File: src/rtl/ptw_pkg.sv
package ptw_pkg;

    localparam int unsigned WORD_W = 32;
    localparam int unsigned DOM_W  = 4;
    localparam int unsigned CB_W   = 2;
    localparam int unsigned PERM_W = 8;

    typedef logic [WORD_W-1:0] word_t;

    typedef enum logic [1:0] {
        WS_IDLE = 2'd0,
        WS_L1   = 2'd1,
        WS_L2   = 2'd2
    } walk_state_e;

    typedef enum logic [1:0] {
        PG_SECTION = 2'd0,
        PG_LARGE   = 2'd1,
        PG_SMALL   = 2'd2,
        PG_TINY    = 2'd3
    } page_kind_e;

    localparam logic [1:0] TOP_EMPTY   = 2'd0;
    localparam logic [1:0] TOP_COARSE  = 2'd1;
    localparam logic [1:0] TOP_SECTION = 2'd2;
    localparam logic [1:0] TOP_FINE    = 2'd3;

    typedef struct packed {
        logic              fault;
        logic              leaf;
        word_t             paddr;
        page_kind_e        kind;
        logic [CB_W-1:0]   cb;
        logic [PERM_W-1:0] perm;
    } leaf_t;

    typedef struct packed {
        walk_state_e       st;
        word_t             va;
        logic              tiny;
        logic [DOM_W-1:0]  walk_dom;
        logic              req;
        word_t             addr;
        logic              done;
        logic              fault;
        word_t             paddr;
        page_kind_e        kind;
        logic [CB_W-1:0]   cb;
        logic [DOM_W-1:0]  dom;
        logic [PERM_W-1:0] perm;
    } walk_regs_t;

endpackage

File: src/rtl/ptw_addr_gen.sv
module ptw_addr_gen
    import ptw_pkg::*;
(
    input  word_t ttb,
    input  word_t va_new,
    input  word_t va_walk,
    input  word_t top_desc,
    output word_t l1_addr,
    output word_t l2_addr
);
    localparam int unsigned PAD = 2;

    logic unused_bits;

    always_comb begin
        l1_addr = {ttb[31:14], va_new[31:20], {PAD{1'b0}}};
        if (top_desc[1:0] == TOP_FINE) begin
            l2_addr = {top_desc[31:12], va_walk[19:10], {PAD{1'b0}}};
        end else begin
            l2_addr = {top_desc[31:10], va_walk[19:12], {PAD{1'b0}}};
        end
    end

    assign unused_bits = ^{ttb[13:0], va_new[19:0], va_walk[31:20], va_walk[9:0]};

endmodule

File: src/rtl/ptw_leaf_decode.sv
module ptw_leaf_decode
    import ptw_pkg::*;
(
    input  word_t desc,
    input  word_t va,
    input  logic  second_lvl,
    input  logic  tiny_en,
    output leaf_t res
);
    localparam int unsigned NARROW_PAD = PERM_W - 2;

    logic unused_bits;

    always_comb begin
        res = '0;
        if (!second_lvl) begin
            unique case (desc[1:0])
                TOP_EMPTY: begin
                    res.fault = 1'b1;
                    res.leaf  = 1'b1;
                end
                TOP_SECTION: begin
                    res.leaf  = 1'b1;
                    res.paddr = {desc[31:20], va[19:0]};
                    res.kind  = PG_SECTION;
                    res.cb    = desc[3:2];
                    res.perm  = {{NARROW_PAD{1'b0}}, desc[11:10]};
                end
                TOP_FINE: begin
                    if (!tiny_en) begin
                        res.fault = 1'b1;
                        res.leaf  = 1'b1;
                    end
                end
                default: ;
            endcase
        end else begin
            res.leaf = 1'b1;
            res.cb   = desc[3:2];
            unique case (desc[1:0])
                2'd0: begin
                    res.fault = 1'b1;
                    res.cb    = '0;
                end
                2'd1: begin
                    res.paddr = {desc[31:16], va[15:0]};
                    res.kind  = PG_LARGE;
                    res.perm  = desc[11:4];
                end
                2'd2: begin
                    res.paddr = {desc[31:12], va[11:0]};
                    res.kind  = PG_SMALL;
                    res.perm  = desc[11:4];
                end
                default: begin
                    res.paddr = {desc[31:10], va[9:0]};
                    res.kind  = PG_TINY;
                    res.perm  = {{NARROW_PAD{1'b0}}, desc[5:4]};
                end
            endcase
        end
    end

    assign unused_bits = ^va[31:20];

endmodule

File: src/rtl/ptw_walker.sv
module ptw_walker
    import ptw_pkg::*;
(
    input  logic        clk,
    input  logic        rst_n,
    input  logic        start_i,
    input  logic [31:0] vaddr_i,
    input  logic [31:0] ttb_i,
    input  logic        tiny_en_i,
    output logic        busy_o,
    output logic        mem_req_o,
    output logic [31:0] mem_addr_o,
    input  logic        mem_rvalid_i,
    input  logic [31:0] mem_rdata_i,
    output logic        done_o,
    output logic        fault_o,
    output logic [31:0] paddr_o,
    output logic [1:0]  ptype_o,
    output logic [1:0]  cb_o,
    output logic [3:0]  domain_o,
    output logic [7:0]  ap_o
);
    walk_regs_t r_d, r_q;
    word_t      l1_addr, l2_addr;
    leaf_t      leaf;
    logic       finish;
    logic [DOM_W-1:0] fin_dom;

    ptw_addr_gen u_addr (
        .ttb      (ttb_i),
        .va_new   (vaddr_i),
        .va_walk  (r_q.va),
        .top_desc (mem_rdata_i),
        .l1_addr  (l1_addr),
        .l2_addr  (l2_addr)
    );

    ptw_leaf_decode u_dec (
        .desc       (mem_rdata_i),
        .va         (r_q.va),
        .second_lvl (r_q.st == WS_L2),
        .tiny_en    (r_q.tiny),
        .res        (leaf)
    );

    always_comb begin
        r_d      = r_q;
        r_d.req  = 1'b0;
        r_d.done = 1'b0;
        finish   = 1'b0;
        fin_dom  = r_q.walk_dom;
        unique case (r_q.st)
            WS_IDLE: begin
                if (start_i) begin
                    r_d.st   = WS_L1;
                    r_d.va   = vaddr_i;
                    r_d.tiny = tiny_en_i;
                    r_d.req  = 1'b1;
                    r_d.addr = l1_addr;
                end
            end
            WS_L1: begin
                if (mem_rvalid_i) begin
                    if (leaf.leaf) begin
                        finish  = 1'b1;
                        fin_dom = mem_rdata_i[8:5];
                    end else begin
                        r_d.walk_dom = mem_rdata_i[8:5];
                        r_d.req      = 1'b1;
                        r_d.addr     = l2_addr;
                        r_d.st       = WS_L2;
                    end
                end
            end
            WS_L2: begin
                if (mem_rvalid_i) begin
                    finish = 1'b1;
                end
            end
            default: r_d.st = WS_IDLE;
        endcase
        if (finish) begin
            r_d.st    = WS_IDLE;
            r_d.done  = 1'b1;
            r_d.fault = leaf.fault;
            if (leaf.fault) begin
                r_d.paddr = '0;
                r_d.kind  = PG_SECTION;
                r_d.cb    = '0;
                r_d.dom   = '0;
                r_d.perm  = '0;
            end else begin
                r_d.paddr = leaf.paddr;
                r_d.kind  = leaf.kind;
                r_d.cb    = leaf.cb;
                r_d.dom   = fin_dom;
                r_d.perm  = leaf.perm;
            end
        end
    end

    always_ff @(posedge clk or negedge rst_n) begin
        if (!rst_n) begin
            r_q <= '0;
        end else begin
            r_q <= r_d;
        end
    end

    assign busy_o     = (r_q.st != WS_IDLE);
    assign mem_req_o  = r_q.req;
    assign mem_addr_o = r_q.addr;
    assign done_o     = r_q.done;
    assign fault_o    = r_q.fault;
    assign paddr_o    = r_q.paddr;
    assign ptype_o    = r_q.kind;
    assign cb_o       = r_q.cb;
    assign domain_o   = r_q.dom;
    assign ap_o       = r_q.perm;

    AST_REQ_ALIGNED: assert property (@(posedge clk) disable iff (!rst_n)
        mem_req_o |-> (mem_addr_o[1:0] == 2'b00));
    AST_REQ_WHILE_BUSY: assert property (@(posedge clk) disable iff (!rst_n)
        mem_req_o |-> busy_o);
    AST_DONE_SINGLE: assert property (@(posedge clk) disable iff (!rst_n)
        done_o |=> !done_o);
    AST_DONE_IDLE: assert property (@(posedge clk) disable iff (!rst_n)
        done_o |-> !busy_o);
    AST_FAULT_CLEARS: assert property (@(posedge clk) disable iff (!rst_n)
        (done_o && fault_o) |-> (paddr_o == '0 && ap_o == '0 && domain_o == '0));
    AST_RESULT_HOLD: assert property (@(posedge clk) disable iff (!rst_n)
        !done_o |-> ($stable(paddr_o) && $stable(ap_o) && $stable(fault_o)));
    AST_NO_REQ_ON_DONE: assert property (@(posedge clk) disable iff (!rst_n)
        done_o |-> !mem_req_o);

endmodule

File: config.mk
export PLATFORM = sky130hd
export DESIGN_NAME = ptw_walker
export DESIGN_NICKNAME = d
export VERILOG_FILES = /design/src/rtl/ptw_pkg.sv /design/src/rtl/ptw_addr_gen.sv /design/src/rtl/ptw_leaf_decode.sv /design/src/rtl/ptw_walker.sv
export SDC_FILE = /design/constraint.sdc
export NUM_CORES = 1
export LEC_CHECK = 0
export BUFFER_PORTS_ARGS = -buffer_cell sky130_fd_sc_hd__buf_2
export CAP_MARGIN = 20
export CORE_ASPECT_RATIO = 0.6
export CORE_MARGIN = 3
export CORE_UTILIZATION = 34
export DETAILED_ROUTE_END_ITERATION = 8
export PLACE_DENSITY_LB_ADDON = 0.2
export SETUP_SLACK_MARGIN = 0.4
export SLEW_MARGIN = 30
export SYNTH_ARGS = -nofsm -noshare
export SYNTH_HDL_FRONTEND = slang
export SYNTH_SLANG_ARGS = --single-unit
File: constraint.sdc
create_clock -name clk -period 4.92 [get_ports clk]
set_input_delay 0.246 -clock clk [delete_from_list [all_inputs] [get_ports clk]]
set_output_delay 0.246 -clock clk [all_outputs]
set_load 0.05 [all_outputs]
== Word level (Yosys, flattened, before mapping) ==
Index checks and enable logic that the tools add are counted.
Word-level totals
  logic and storage cells: 64
  output and inout port bits: 84
  register bits after elaboration: 122
Operators by class
  mux-type cells: 28
  equality and inequality tests: 12
  bitwise operators: 1
  reduce and logical (&&, ||, !) cells: 10
Operators with widths (number)
  $pmux W34 S3: 1
  $mux W33: 3
  $pmux W33 S2: 1
  $mux W50: 1
  $mux W48: 1
  $mux W46: 1
  $mux W44: 1
  $mux W35: 1
  $pmux W8 S2: 1
  $mux W12: 1
  $mux W4: 3
  $mux W2: 5
  $ne A3 B3 Y1 const B: 3
  $ne A2 B2 Y1 const B: 4
  $reduce_and A4 Y1: 2
  $eq A2 B2 Y1 const B: 3
  $pmux W1 S2: 3
  $pmux W2 S3: 1
  $eq A2 B1 Y1 const B: 2
  $logic_not A2 Y1: 2
  $mux W1: 4
  $reduce_bool A2 Y1: 2
  $reduce_or A2 Y1: 2
  $reduce_and A3 Y1: 1
  other kinds (2): 2

== Longest topological paths before layout ==
Gate-level depths: netlist of run 1.
  word-level depth: 9
  gate-level depth with buffers: 8
  gate-level depth less buffers: 6

== By module ==
Synthesis of run 1 repeated with hierarchy kept, for this count alone.
Unflattened totals
  cell total of the unflattened synthesis: 730
  area, all modules: 7080.5 um^2
Modules (own cells, without submodules)
  ptw_walker: area an instance 5959.5 um^2, times used 1, cells an instance 575, sequential area each 3052.9 um^2
  ptw_leaf_decode: area an instance 588.1 um^2, times used 1, cells an instance 89, sequential area each 0.0 um^2
  ptw_addr_gen: area an instance 533.0 um^2, times used 1, cells an instance 66, sequential area each 0.0 um^2

== Least setup slack after synthesis of run 1 ==
Ideal clock, no wire load.
  path kind: register to register
  start point: register r_q[120] (netlist bit)
  end point: register r_q (netlist bit mem_addr_o[10])
  arrival time: 1.731 ns
  cell stages (with the launch flop): 8
  buffers on the path: 1
  period minus slack after synthesis: 1.859 ns
  slack: 3.061 ns
  data required time: 4.793 ns
  path through: dfrtp_1 inv_1 ha_1 inv_1 nor3_1 a31o_2 buf_6 mux2_1
On the way
  cells in the longest elaborated chain, start to end: 4
  elaborated cells between the ends (all ways): 10
  classes of those cells: 5 x eq/ne; 2 x mux; 3 x reduce/logical
Ends and longest elaborated chain
  start, declared: RTL line ptw_walker.sv:23  | walk_regs_t r_d, r_q;
  start signal, assigned: RTL line ptw_walker.sv:106  | r_q <= r_d;
  $eq A2 B2 Y1: RTL line ptw_walker.sv:41  | .second_lvl (r_q.st == WS_L2),
  $mux W46: RTL line ptw_leaf_decode.sv:16  | if (!second_lvl) begin
  $ne A2 B2 Y1 (no line)
  $reduce_and A4 Y1 (no line)
Several ways; a longest one is shown, not always the timed one.
A chain may end at the register's enable or synchronous reset.

== Worst setup path after layout of run 1 ==
  start point: register r_q[120] (netlist bit)
  end point: register r_q (netlist bit mem_addr_o[22])
The elaborated chain is that of the path after synthesis.

==> reports/qor.yml, run 1 <==
critical_path:
  rrSetupSlack_ns: 1.91
  startpoint_type: "flop"
  critPathRequiredTime_ns: 5.16
  path_class: "flop to flop"
  regToRegStartpoint: "r_q[120]"
  cp-endpoint: "mem_addr_o[22]"
  path_cells: "inv_1, ha_1, buf_4, nor2_2, buf_4, a31o_2, mux2_2"
  cp_top_family: "compound AO/OA/AOI/OAI gates"
  reg2reg_depth: 7
  path_buf_inv: 3
  slowest_delay_ns: 0.79
  arrival_ns: 3.25
  critPathCaptureType: "flop"
  cp.depth: 7
  cpMostUsedCell: "buf_4"
  rr_endpoint: "mem_addr_o[22]"
  worstPathMaxFanout: 32
  slowest_stage: "a31o_2"
  cp-startpoint: "r_q[120]"
sta:
  fin_crit_ns: 3.01
  fin_skew_ns: 0.00991
  rsz0062_at_grt: "false"
  report.final.hold_viol_count: 0
  timing.setup.tns_ns: 0
  finalMaxSlewViolations: 0
  fmax_mhz: 332
  slew_headroom_pct: 43.2
  setup_violations: 0
  worst_slew_pin_slew_ns: 0.853
  post-route-period-util_pct: 61.2
  timing.final.ws_setup_ns: 1.91
placement:
  portBuffers: 168
  gp_congestion: 0.836
  placed_area_um2: 6250
  post-dp-hpwl_um: 11800
  placedCellCount: 786
  preCtsSetupSlack_ns: 1.85
global_route:
  grt_pass1_vias: 4278
  antenna_found_initial: 3
  grt_use_total_pct: 17.4
  grt_overflow: 0
  grt_pass1_wl_um: 25000
  grt_max_degree: 68
power_and_ir_drop:
  p_clk_share_pct: 16.8
  pwr-share-comb_pct: 49.8
  power_switching_w: 0.00205
  power_frac_seq_pct: 33.5
  vdd_ir_drop_max_uv: 319
  p_leak_nw: 3.19
  netSwitchingFraction_pct: 47.2
  p_int_w: 0.00230
  power_w: 0.00435
  powerDensity_nw_per_um2: 663
clock_network:
  clock_latency_ns: 0.36
  htreeDepth: 3
  path_clk_slew_ns: 0.08
  cts_num_sinks: 108
  post_cts_buffers: 0
  clockBufferDepth: 2
  cts-buffers-inserted: 9
  cts_tree: "done"
  root_buffer: "clkbuf_16"
synthesis:
  netlist_area_um2: 5840
  ys_warn_count: 0
  synthCells: 495
  yosys_most_used_dff: "dfrtp_1"
  synth_cell_type_count: 47
  synth_edf_count: 0
  seq_area_frac_synth_pct: 46.3
  async_reset_ff_share_pct: 100
  ys_seq_elements: 108
  syn-mean-instance-area_um2: 11.8
die:
  rows: 36
  die_h_um: 108
  design.core.area_um2: 16500
  fp.dieW_um: 175
  io-pin-count: 185
  dieArea_um2: 18800
  start_util_pct: 35.3
detailed_routing:
  num_vias: 4238
  wl_um: 16400
  post_drt_wl_per_cell_um: 20.4
  dr.pass1.iters: 7
  drc: 0
  via_per_inst: 5.27
  drtIter0Drc: 293
  drtAntennaViolNets: 0
layout:
  regArea_um2: 2700
  fin_nets: 680
  final_cell_area_um2: 6560
  drive_gt1_share_pct: 45.2
  n_fill_cell: 1629
  finalNonFillerCells: 804
  multiInputGateArea_um2: 2340
  syn_to_final_growth_pct: 12.4
outcome:
  status: "finished, final reports clean"
job:
  drv_cap: 0
worst_hold_path:
  min_path_cells: 2
  min_path_type: "input port to flop"
[Yosys cell counts (5+ instances only)]
cell	number	area share (%)
o2bb2ai_1	8	1.2
buf_2	19	1.6
inv_1	9	0.58
o21ai_1	10	0.86
a22o_1	36	5.4
clkbuf_1	8	0.51
nand2b_1	5	0.54
nand3_1	21	1.8
ha_1	9	1.9
a32o_1	30	5.1
dfrtp_1	108	46
nand2_1	14	0.90
mux2_1	15	2.9
mux2_2	57	11
buf_4	82	11
[how the worst min path moves through the flow]
stage | startpoint | end | slack, ns
6_report | vaddr_i[2] | r_q[90] | 0.12
5_1_grt | vaddr_i[3] | r_q[91] | 0.1
4_1_cts | rst_n | mem_addr_o[11] | 0.04
3_5_place_dp | rst_n | mem_addr_o[5] | 0.43
3_3_place_gp | rst_n | mem_addr_o[5] | 0.42
2_1_floorplan | rst_n | ap_o[0] | -0.05
[kinds of logic (layout without fill, tap and decap cells)]
family	Yosys count	after routing	synth area share, %
mux	73	73	14.1
flops	108	108	46.3
fa+ha+maj	9	9	1.93
buf+inv	122	201	13.9
other cells	1	3	0.0642
compound gates	119	119	17.7
simple gates	63	63	6.02
[flip-flops by register name, indices dropped and copies added (netlist names)]
signal,count
ap_o,8
cb_o,2
domain_o,4
done_o,1
fault_o,1
mem_addr_o,30
mem_req_o,1
paddr_o,32
ptype_o,2
r_q,27
[cells in the final DEF (no fill, tap or decap), types with 2 or more instances in the layout]
cell        count
buf_2         167
dfrtp_1       108
mux2_2         57
a22o_1         36
a32o_1         30
nand3_1        21
mux2_1         15
nand2_1        14
inv_1           9
o21ai_1         9
ha_1            9
clkbuf_16       9
o2bb2ai_1       8
buf_4           6
nand2b_1        5
a22oi_1         4
o2111ai_1       4
and4_1          4
a21oi_1         4
and3b_1         4
a41oi_1         4
nor2_1          3
nor2b_1         3
a32oi_1         3
o22ai_1         3
inv_8           3
nor2_2          2
o21ai_4         2
o21bai_1        2
o31ai_1         2
conb_1          2
clkinvlp_4      2
[what timing repair did]
action,4_1_cts,5_1_grt
gates resized for setup,0,0
hold endpoints to repair,0,66
hold buffers,0,1
[metrics by stage]
stage | util, % | hold slack, ns
2_1_floorplan | - | -0.0496
3_3_place_gp | 37.8 | 0.420
3_5_place_dp | 37.8 | 0.429
4_1_cts | 39.6 | 0.0413
5_1_grt | 39.7 | 0.0993
6_report | 39.7 | 0.115
[layout make-up]
type / instances / area share [%]
sequential: 108 / 41.2
multi-input combinational: 266 / 35.7
timing repair buffer: 175 / 13.7
tap: 228 / 4.35
clock buffer: 9 / 3.43
clock inverter: 7 / 1.01
inverter: 10 / 0.572
antenna: 1 / 0.0381
[power groups by stage]
stage                     combinational, W  clock [W]  sequential (W)
after floorplan                    0.00201          0         0.00140
after global placement             0.00215          0         0.00145
after detailed placement           0.00218          0         0.00147
after CTS                          0.00218   0.000759         0.00146
after global routing               0.00230   0.000790         0.00150
final                              0.00216   0.000730         0.00146
[metal layers]
metal / part of all wire, % / global-route usage (%) / wire length, µm
met1: 50 / 26.2 / 8220
met2: 40 / 24.0 / 6580
met3: 8.0 / 5.14 / 1320
met4: 1.5 / 4.32 / 241
met5: 0.13 / 0 / 21
No activity file was read; power rests on OpenSTA's default activity.
==> inputs of run 2 (changes only) <==
--- a/config.mk
+++ b/config.mk
@@ -5,6 +5,7 @@
 export SDC_FILE = /design/constraint.sdc
 export NUM_CORES = 1
 export LEC_CHECK = 0
+export ABC_AREA = 1
 export BUFFER_PORTS_ARGS = -buffer_cell sky130_fd_sc_hd__buf_2
 export CAP_MARGIN = 20
 export CORE_ASPECT_RATIO = 0.6
==> constraint.sdc (replaced) <==
create_clock -name clk -period 3 [get_ports clk]
set_input_delay 0.15 -clock clk [delete_from_list [all_inputs] [get_ports clk]]
set_output_delay 0.15 -clock clk [all_outputs]
set_load 0.05 [all_outputs]
==> reports/qor.yml, run 2 <==
detailed_routing:
  dr.pass1.iters: 5  # -2
  wl_um: 16200  # -1.2%
  drtAntennaViolNets: 0  # unchanged
  post_drt_wl_per_cell_um: 14.9  # -27%
  drc: 0  # unchanged
  via_per_inst: 4.41  # -16%
  drtIter0Drc: 289  # -1.4%
  num_vias: 4803  # +13%
power_and_ir_drop:
  p_int_w: 0.00351  # +53%
  power_switching_w: 0.00372  # +81%
  power_w: 0.00723  # +66%
  powerDensity_nw_per_um2: 1080  # +63%
  vdd_ir_drop_max_uv: 416  # +30%
  p_clk_share_pct: 16.9  # about the same
  p_leak_nw: 3.91  # +23%
  pwr-share-comb_pct: 50.7  # +0.9 points
  netSwitchingFraction_pct: 51.4  # +4.2 points
  power_frac_seq_pct: 32.4  # -1.1 points
critical_path:
  arrival_ns: 2.41  # -0.84 ns
  slowest_stage: "buf_4"
  slowest_delay_ns: 0.52  # -0.27 ns
  reg2reg_depth: 9  # +2
  worstPathMaxFanout: 55  # +72%
  rr_endpoint: "fault_o"
  path_class: "flop to flop"
  critPathRequiredTime_ns: 3.23  # -1.93 ns
  path_cells: "inv_1, ha_1, buf_4, o21bai_2, nand2_2, buf_4, inv_1, nor2_1, nor2_1"
  startpoint_type: "flop"
  critPathCaptureType: "flop"
  rrSetupSlack_ns: 0.82  # -1.09 ns
  regToRegStartpoint: "r_q[120]"
layout:
  largest_reg_flops: 32  # unchanged
  syn_to_final_growth_pct: 14.8
  finalNonFillerCells: 1089  # +35%
  multiInputGateArea_um2: 2200  # -6.0%
  fin_nets: 966  # +42%
  final_common_cell: "nand2_1"
  final_cell_mix: "nand2_1, buf_2, dfrtp_1"
  diodes: 0  # -1
  regArea_um2: 2700  # unchanged
  drive_gt1_share_pct: 23.8  # -21 points
  final_util_pct: 40.5  # +0.81 points
  n_fill_cell: 1783  # +9.5%
sta:
  setup_violations: 0  # unchanged
  worst_slew_pin_slew_ns: 0.614  # -0.239 ns
  slew_headroom_pct: 59.1  # +16 points
  finalMaxSlewViolations: 0  # unchanged
  timing.final.ws_setup_ns: 0.823  # -1.09 ns
  rsz0062_at_grt: "false"
  fin_crit_ns: 2.18  # -0.834 ns
  fin_skew_ns: 0.0106  # +0.000670 ns
  timing.setup.tns_ns: 0  # unchanged
  post-route-period-util_pct: 72.6  # +11 points
  fmax_mhz: 459  # +38%
  report.final.hold_viol_count: 0  # unchanged
clock_network:
  clock_latency_ns: 0.35  # about the same
  path_clk_slew_ns: 0.08  # about the same
  htreeDepth: 3  # unchanged
  post_cts_buffers: 0  # unchanged
  root_buffer: "clkbuf_16"
  cts_tree: "done"
  cts_num_sinks: 108  # unchanged
  clockBufferDepth: 2  # unchanged
  cts-buffers-inserted: 9  # unchanged
die:
  io-pin-count: 185  # unchanged
  die_h_um: 107  # about the same
  dieArea_um2: 18800  # about the same
  fp.dieW_um: 175  # about the same
  rows: 36  # unchanged
  design.core.area_um2: 16500  # unchanged
  start_util_pct: 35.3  # -0.038 points
worst_hold_path:
  min_from: "vaddr_i[17]"
  hold_end: "r_q[105]"
  min_path_type: "input port to flop"
  min_path_cells: 3  # +1
global_route:
  grt_max_degree: 57  # -16%
  grt_pass1_wl_um: 25400  # +1.5%
  grt_pass1_vias: 4389  # +2.6%
  antenna_found_initial: 0  # -3
  grt_use_total_pct: 17.4  # +0.040 points
  grt_overflow: 0  # unchanged
synthesis:
  async_reset_ff_share_pct: 100  # unchanged
  syn-mean-instance-area_um2: 7.62  # -35%
  ys_warn_count: 0  # unchanged
  yosysTopAreaCellShare_pct: 46.3  # +0.050 points
  netlist_top_cells_area: "dfrtp_1, nand2_1, buf_4"
  netlist_area_um2: 5830  # -0.11%
  ys_seq_elements: 108  # unchanged
  yosys_most_used_dff: "dfrtp_1"
  synth_edf_count: 0  # unchanged
  synthCells: 766  # +55%
  seq_area_frac_synth_pct: 46.3  # +0.050 points
  yosys.area.top_type: "dfrtp_1"
  synthTopCellsByCount: "nand2_1, dfrtp_1, buf_4"
  synth_cell_type_count: 29  # -38%
  synth.most_common_cell: "nand2_1"
placement:
  portBuffers: 168  # unchanged
  gp_congestion: 0.758  # -9.2%
  post-dp-hpwl_um: 11600  # -1.6%
  preCtsSetupSlack_ns: 0.777  # -1.08 ns
  placedCellCount: 1060  # +35%
job:
  drv_cap: 0  # unchanged
outcome:
  status: "finished, final reports clean"
-- run 2: changes by cell type after synthesis, sizes merged, moves of 5 or more --
cell	delta
nand3	+23
o21ai	+27
nand2	+364
a32o	-30
o2bb2ai	-8
inv	+24
nor2	+12
a22o	-36
mux2	-72
nand2b	-5
-- run 2: cells by family (layout without fill, tap and decap cells) --
| group | Yosys count | in the layout | synth area share, % |
|---|---|---|---|
| fa+ha+maj | 9 | 9 | 1.93 |
| buf+inv | 149 | 243 | 16.0 |
| simple gates | 442 | 442 | 30.1 |
| flops | 108 | 108 | 46.3 |
| other cells | 1 | 2 | 0.0643 |
| compound gates | 57 | 57 | 5.53 |
-- run 2: layer usage --
metal  up-vias  global-route usage, %  routed length, µm
met1      2183                   28.8               9070
met4         0                   3.13                123
li1       2467                      -                  -
met2       144                   22.1               6070
met5         -                      0                  0
met3         9                   4.30                931
-- run 2: final cells by class --
cell class	count	area share, %
clock buffer	11	3.48
clock inverter	5	0.934
inverter	35	1.96
multi-input combinational	510	32.9
sequential	108	40.4
tap	228	4.26
timing repair buffer	192	16.1
-- run 2: critical path, delay by kind of cell (launching register included) --
kind | cells | cell delay, ns
compound gates | 1 | 0.21
fa+ha+maj | 1 | 0.22
buf+inv | 4 | 0.98
flops | 1 | 0.38
simple gates | 3 | 0.26
-- run 2: metrics by stage --
stage	area, µm²	hold slack [ns]
after floorplan	5840	-0.146
after global placement	6270	0.140
after detailed placement	6270	0.143
after CTS	6700	0.000219
after global routing	6700	0.0113
final	6700	0.0125
-- run 2: repair_timing --
| item | CTS | global route |
|---|---|---|
| endpoints found under the hold margin | 45 | 0 |
| gates resized for setup | 0 | 0 |
| hold buffers | 13 | 0 |
-- run 2: worst max path at each step --
stage / from / to / slack, ns
finish: r_q[120] / fault_o / 0.82
global route: r_q[120] / fault_o / 0.58
floorplan: r_q[120] / mem_addr_o[10] / 1.34
detailed placement: r_q[120] / fault_o / 0.78
global placement: r_q[120] / fault_o / 0.80
CTS: r_q[120] / fault_o / 0.78
-- run 2: power by group through the flow --
| stage | Clock [W] | Combinational (W) | Sequential, W |
|---|---|---|---|
| after floorplan | 0 | 0.00337 | 0.00235 |
| after global placement | 0 | 0.00367 | 0.00237 |
| after detailed placement | 0 | 0.00369 | 0.00236 |
| after CTS | 0.00126 | 0.00371 | 0.00234 |
| after global routing | 0.00130 | 0.00399 | 0.00242 |
| final | 0.00122 | 0.00367 | 0.00234 |
